<file path="src/rtl/ppg_gate.sv">
module ppg_gate #(
  parameter int NPORTS = 16,
  parameter int AW = 32,
  parameter int DW = 64,
  parameter logic [NPORTS-1:0] SEC_BYPASS = '0
) (
  input  logic                 clk,
  input  logic                 rst_n,
  input  logic [NPORTS-1:0]    cfg_ns,
  input  logic [NPORTS-1:0]    cfg_upriv,
  input  logic                 cfg_errresp,
  input  logic                 irq_en,
  input  logic                 irq_clr,
  output logic                 irq,
  input  logic                 req_valid,
  output logic                 req_ready,
  input  logic [$clog2(NPORTS)-1:0] req_port,
  input  logic                 req_write,
  input  logic [AW-1:0]        req_addr,
  input  logic [1:0]           req_size,
  input  logic [DW-1:0]        req_wdata,
  input  logic                 req_secure,
  input  logic                 req_user,
  output logic                 rsp_valid,
  output logic                 rsp_err,
  output logic [DW-1:0]        rsp_rdata,
  output logic [NPORTS-1:0]    dn_valid,
  input  logic [NPORTS-1:0]    dn_ready,
  output logic                 dn_write,
  output logic [AW-1:0]        dn_addr,
  output logic [1:0]           dn_size,
  output logic [DW/8-1:0]      dn_strb,
  output logic [DW-1:0]        dn_wdata,
  output logic                 dn_secure,
  output logic                 dn_user,
  input  logic [NPORTS-1:0]    dn_rvalid,
  input  logic [NPORTS-1:0]    dn_rerr,
  input  logic [NPORTS*DW-1:0] dn_rdata
);
  localparam int PW = $clog2(NPORTS);
  localparam int BW = DW / 8;
  localparam int OW = $clog2(BW);

  typedef enum logic [1:0] {ST_IDLE, ST_FWD, ST_WAIT, ST_LOCAL} st_t;

  st_t st_q;
  logic [NPORTS-1:0] ns_q, up_q;
  logic esel_q, viol_q, irq_q;
  logic [PW-1:0] port_q;
  logic wr_q, sec_q, user_q, err_q;
  logic [AW-1:0] addr_q;
  logic [1:0] size_q;
  logic [DW-1:0] wdata_q;

  logic accept, sec_fail, priv_fail, refuse, viol_nx;
  logic [BW-1:0] lane_m;
  logic [DW-1:0] data_m, rd_sel, rd_sh;
  logic [OW-1:0] off;

  assign req_ready = (st_q == ST_IDLE);
  assign accept    = req_valid && req_ready;
  assign sec_fail  = !SEC_BYPASS[req_port] && (req_secure == ns_q[req_port]);
  assign priv_fail = req_user && !up_q[req_port];
  assign refuse    = sec_fail || priv_fail;
  assign viol_nx   = irq_clr ? 1'b0 : (viol_q || (accept && refuse));

  always_ff @(posedge clk or negedge rst_n) begin
    if (!rst_n) begin
      ns_q   <= '0;
      up_q   <= '0;
      esel_q <= 1'b0;
      viol_q <= 1'b0;
      irq_q  <= 1'b0;
    end else begin
      ns_q   <= cfg_ns;
      up_q   <= cfg_upriv;
      esel_q <= cfg_errresp;
      viol_q <= viol_nx;
      irq_q  <= viol_nx && irq_en;
    end
  end

  assign irq = irq_q;

  always_ff @(posedge clk or negedge rst_n) begin
    if (!rst_n) begin
      st_q    <= ST_IDLE;
      port_q  <= '0;
      wr_q    <= 1'b0;
      addr_q  <= '0;
      size_q  <= '0;
      wdata_q <= '0;
      sec_q   <= 1'b0;
      user_q  <= 1'b0;
      err_q   <= 1'b0;
    end else begin
      case (st_q)
        ST_IDLE: if (accept) begin
          port_q  <= req_port;
          wr_q    <= req_write;
          addr_q  <= req_addr;
          size_q  <= req_size;
          wdata_q <= req_wdata;
          sec_q   <= req_secure;
          user_q  <= req_user;
          err_q   <= esel_q;
          st_q    <= refuse ? ST_LOCAL : ST_FWD;
        end
        ST_FWD:  if (dn_ready[port_q]) st_q <= ST_WAIT;
        ST_WAIT: if (dn_rvalid[port_q]) st_q <= ST_IDLE;
        default: st_q <= ST_IDLE;
      endcase
    end
  end

  assign off    = addr_q[OW-1:0];
  assign lane_m = BW'((32'd1 << (32'd1 << size_q)) - 32'd1);

  for (genvar i = 0; i < BW; i++) begin : g_lane
    assign data_m[i*8 +: 8] = {8{lane_m[i]}};
  end

  assign dn_valid  = (st_q == ST_FWD) ? (NPORTS'(1) << port_q) : '0;
  assign dn_write  = wr_q;
  assign dn_addr   = addr_q;
  assign dn_size   = size_q;
  assign dn_strb   = lane_m << off;
  assign dn_wdata  = wdata_q << {off, 3'b000};
  assign dn_secure = sec_q;
  assign dn_user   = user_q;

  assign rd_sel = dn_rdata[port_q*DW +: DW];
  assign rd_sh  = rd_sel >> {off, 3'b000};

  assign rsp_valid = (st_q == ST_LOCAL) || (st_q == ST_WAIT && dn_rvalid[port_q]);
  assign rsp_err   = (st_q == ST_LOCAL) ? err_q : (rsp_valid && dn_rerr[port_q]);
  assign rsp_rdata = (st_q == ST_WAIT && dn_rvalid[port_q] && !wr_q) ? (rd_sh & data_m) : '0;
endmodule

</file>
<file path="config.mk">
export PLATFORM = sky130hd
export DESIGN_NAME = ppg_gate
export DESIGN_NICKNAME = d
export VERILOG_FILES = /design/src/rtl/ppg_gate.sv
export SDC_FILE = /design/constraint.sdc
export NUM_CORES = 1
export LEC_CHECK = 0
export CAP_MARGIN = 20
export CELL_PAD_IN_SITES_DETAIL_PLACEMENT = 2
export CELL_PAD_IN_SITES_GLOBAL_PLACEMENT = 2
export CORE_AREA = 2 2 553 555
export CTS_CLUSTER_DIAMETER = 120
export DETAILED_ROUTE_END_ITERATION = 16
export DIE_AREA = 0 0 555 557
export PLACE_DENSITY_LB_ADDON = 0.25
export SETUP_SLACK_MARGIN = 0.2
export SLEW_MARGIN = 20
export SYNTH_ARGS = -nofsm -noshare
export SYNTH_HDL_FRONTEND = slang
export SYNTH_SLANG_ARGS = --single-unit
</file>
<file path="constraint.sdc">
create_clock -name clk -period 4.3 [get_ports clk]
set_clock_uncertainty 0.05 [all_clocks]
set_input_delay 0.86 -clock clk [delete_from_list [all_inputs] [get_ports clk]]
set_output_delay 0.86 -clock clk [all_outputs]
set_load 0.02 [all_outputs]
</file>
==> results_dict.tcl <==
set metrics [dict create \
    signed_area_change_from_the_synthesized_netlist_to_the_final_layout_pct 154.5 \
    number_of_antenna_violations_at_the_first_check_in_global_routing 153 \
    post-route-drc-count 0 \
    final_critical_path_setup_slack_ns -0.4986 \
    syn_avg_cell_area_um2 10.25 \
    yosys.area.top_type_share 0.2397 \
    wl_met2_um 127200 \
    path_clk_slew_ns 0.08 \
    num_vias 24240 \
    fin_setup_tns_ns -20.44 \
    detail_route.wl_per_cell_um 32.61 \
    viasPerCell 3.222 \
    detail_route.iter0.violations 808 \
    grt.total_usage 0.1521 \
    top_level_ports 1408 \
    maximum_number_of_pins_on_one_net_before_global_route_repair 92 \
    run_status "complete, but fails checks" \
    gp_congestion 0.8752 \
    timing.max_cap.violations 0 \
    arrival_ns 3.89 \
    peak_supply_drop_mv 0.4142 \
    die_w_um 555 \
    report.final.setup_viol 65 \
    switching_share_of_total_power 0.5279 \
    layout-drive-gt1-share 0.3738 \
    post_cts_hold_buffer_count 0 \
    fp.coreArea_mm2 0.3040 \
    cts-root-to-sink-buffers 2 \
    crit_path_start_kind "flip-flop" \
    clkLatencyLatePin_ns 0.49 \
    timing.fmax_mhz 208.4 \
    period_needed_ns 4.799 \
    cts_inserted_buffers 17 \
    power.internal_w 0.01746 \
    layout_nets 4697 \
    grt_first_pass_wirelength_um 304100 \
    multi_input_comb_area_mm2 0.01533 \
    yosys_warnings 0 \
    place.detailed.hpwl_um 217900 \
    drtPass1Iterations 4 \
    floorplan.rows 203 \
    top_signal_layer_used "met5" \
    synth_top_cells_by_area "sky130_fd_sc_hd__mux4_2, sky130_fd_sc_hd__dfrtp_1, sky130_fd_sc_hd__mux2i_1" \
    setup_repair_after_global_routing_missed_its_margin "yes" \
    tritoncts_num_sinks 143 \
    share_comb_of_total_power 0.883 \
    min-delay-path-class "primary input to asynchronous set/reset pin" \
    power.share.clock 0.042 \
    synth.largest_area_cell "sky130_fd_sc_hd__mux4_2" \
    placement.io_buffers 1407 \
    critPathMaxFanout 7 \
    cts_root_buffer "sky130_fd_sc_hd__clkbuf_16" \
    max_slew_margin 0.3130 \
    cp.required_ns 3.39 \
    floorplan.die.height_um 557 \
    synth-seq-area-share 0.2026 \
    vias_in_the_first_global_route 27080 \
    final_min_period_over_clock_period 1.116 \
    synth.ff_latch_count 143 \
    mappedNetlistNets 2940 \
    htreeDepth 4 \
    clock_tree_from_tritoncts "done" \
    power_w 0.03698 \
    initial_core_util 0.05810 \
    violations_in_the_final_reports "setup timing" \
    wl_met3_um 17350 \
    ant_nets 0 \
    yosys.cell_types.count 57 \
    power_leakage_nw 16.08 \
    share_of_total_power_in_sequential_cells 0.075 \
    seqCellArea_mm2 0.003602 \
    endpoint_kind "primary output" \
    die_area_mm2 0.3091 \
    nFillCells 34630 \
    postRouteWirelength_um 245300 \
    met1Wirelength_um 95200 \
    finalHoldViolCount 0 \
    sw_pwr_w 0.01952 \
    count_of_flip_flops_with_a_built_in_enable_after_synthesis 0 \
    crit_type "flip-flop to primary output" \
    netlist_area_mm2 0.01766 \
    timing_worst_slew_pin_value_ns 1.027 \
    synth-async-reset-ratio 1.000 \
    synth_cells 1724 \
    p_per_area_mw_per_mm2 822.7 \
    grt_overflow_total 0 \
    synth-main-ff-cell "sky130_fd_sc_hd__dfrtp_1" \
    timing_max_transition_violations_final 0 \
]
==> final cells by class <==
cell class / instances / area share
Clock inverter: 15 / 0.003062
Timing Repair Buffer: 1925 / 0.4523
Tap cell: 3997 / 0.1113
Sequential cell: 143 / 0.08015
Inverter: 8 / 0.0009465
Clock buffer: 17 / 0.009465
Antenna cell: 32 / 0.001782
Multi-Input combinational cell: 1386 / 0.3411
==> worst max-delay path: stages, from the launching register on <==
cell and delay, ns:
sky130_fd_sc_hd__dfrtp_4 0.50, sky130_fd_sc_hd__buf_12 0.14, sky130_fd_sc_hd__buf_16 0.15, sky130_fd_sc_hd__buf_12 0.15, sky130_fd_sc_hd__buf_12 0.13, sky130_fd_sc_hd__mux4_2 0.35
sky130_fd_sc_hd__mux2i_1 0.07, sky130_fd_sc_hd__mux2_4 0.38, sky130_fd_sc_hd__or2_4 0.29, sky130_fd_sc_hd__or3_4 0.37, sky130_fd_sc_hd__nand2b_4 0.18, sky130_fd_sc_hd__buf_8 0.15
sky130_fd_sc_hd__nor2_4 0.27, sky130_fd_sc_hd__buf_6 0.17
==> worst paths after layout <==
kind / endpoint / cells past startpoint / slack [ns] / start
min in group clk: err_q / 1 / 0.43 / esel_q
hold / removal: dn_addr[20] / 1 / 0.34 / rst_n
setup / recovery: rsp_rdata[63] / 13 / -0.50 / port_q[0]
hold reg to reg: err_q / 1 / 0.43 / esel_q
max in group asynchronous: port_q[0] / 2 / 2.96 / rst_n
setup reg to reg: st_q[1] / 12 / 1.32 / port_q[0]
==> placed cells by master, fill, tap and decap left out, types with 33 or more instances in the layout <==
master / instances
sky130_fd_sc_hd__buf_12: 144
sky130_fd_sc_hd__dfrtp_1: 136
sky130_fd_sc_hd__mux4_2: 188
sky130_fd_sc_hd__buf_6: 90
sky130_fd_sc_hd__buf_4: 360
sky130_fd_sc_hd__mux2_2: 131
sky130_fd_sc_hd__nor2_1: 118
sky130_fd_sc_hd__a21oi_1: 56
sky130_fd_sc_hd__a22oi_1: 53
sky130_fd_sc_hd__o21ai_0: 36
sky130_fd_sc_hd__clkdlybuf4s50_1: 1299
sky130_fd_sc_hd__a22oi_2: 61
sky130_fd_sc_hd__nand2_1: 68
sky130_fd_sc_hd__mux2i_1: 253
sky130_fd_sc_hd__o22ai_1: 33
==> power groups by stage <==
stage	Sequential, W	Combinational (W)	Clock [W]
final	0.00277	0.0327	0.00154
after global routing	0.00290	0.0346	0.00167
after CTS	0.00283	0.0324	0.00164
after global placement	0.00283	0.0286	0
after floorplan	0.00244	0.0106	0
after detailed placement	0.00285	0.0286	0
==> state kept, by name, indices dropped and copies added (netlist names) <==
signal,count
esel_q,1
wdata_q,64
dn_secure,1
dn_write,1
irq,1
dn_size,2
ns_q,16
port_q,4
st_q,2
err_q,1
viol_q,1
dn_addr,32
dn_user,1
up_q,16
==> layer usage <==
metal	GRT usage	up-vias
li1	-	10470
met1	0.1690	12300
met2	0.2842	1131
met3	0.04704	267
met4	0.02570	80
met5	0	-
==> cells in the mapped netlist (all sizes together) (18+ instances only) <==
cell type	instances
a221oi	37
a22o	23
nor2	162
mux4	188
a21oi	82
buf	102
and3	18
a211oi	30
o21ai	59
o22ai	52
nand2	86
mux2	138
dfrtp	143
a22oi	114
mux2i	270
clkbuf	85
==> cells by family after synthesis <==
group                    after synthesis  share of synthesized area
adder cells (fa/ha/maj)                1                  0.0007083
multiplexers                         596                     0.4807
AO/OA/AOI/OAI                        463                     0.1819
XOR/XNOR                               1                  0.0004959
buffers and inverters                195                    0.05440
flip-flops                           143                     0.2026
AND/OR/NAND/NOR                      325                    0.07919
==> timing repair <==
item / in CTS / in global routing
setup buffers: 61 / 36
cloned: 9 / 3
pin swaps: 70 / 85
resized for setup: 422 / 174
endpoints found under the setup margin: 86 / 71
==> through the flow <==
step | hold WS [ns] | cell area (um^2) | setup slack, ns | cells | utilization
floorplan | 0.4042 | 17660 | 0.5472 | 1724 | -
global placement | 0.4190 | 40330 | -1.665 | 7350 | 0.1327
detailed placement | 0.4243 | 40350 | -1.199 | 7351 | 0.1327
CTS | 0.3161 | 43720 | -0.5865 | 7452 | 0.1438
global route | 0.3487 | 44880 | -0.5786 | 7499 | 0.1476
finish | 0.3382 | 44940 | -0.4986 | 7523 | 0.1478
Power figures use the tool's default switching activity.
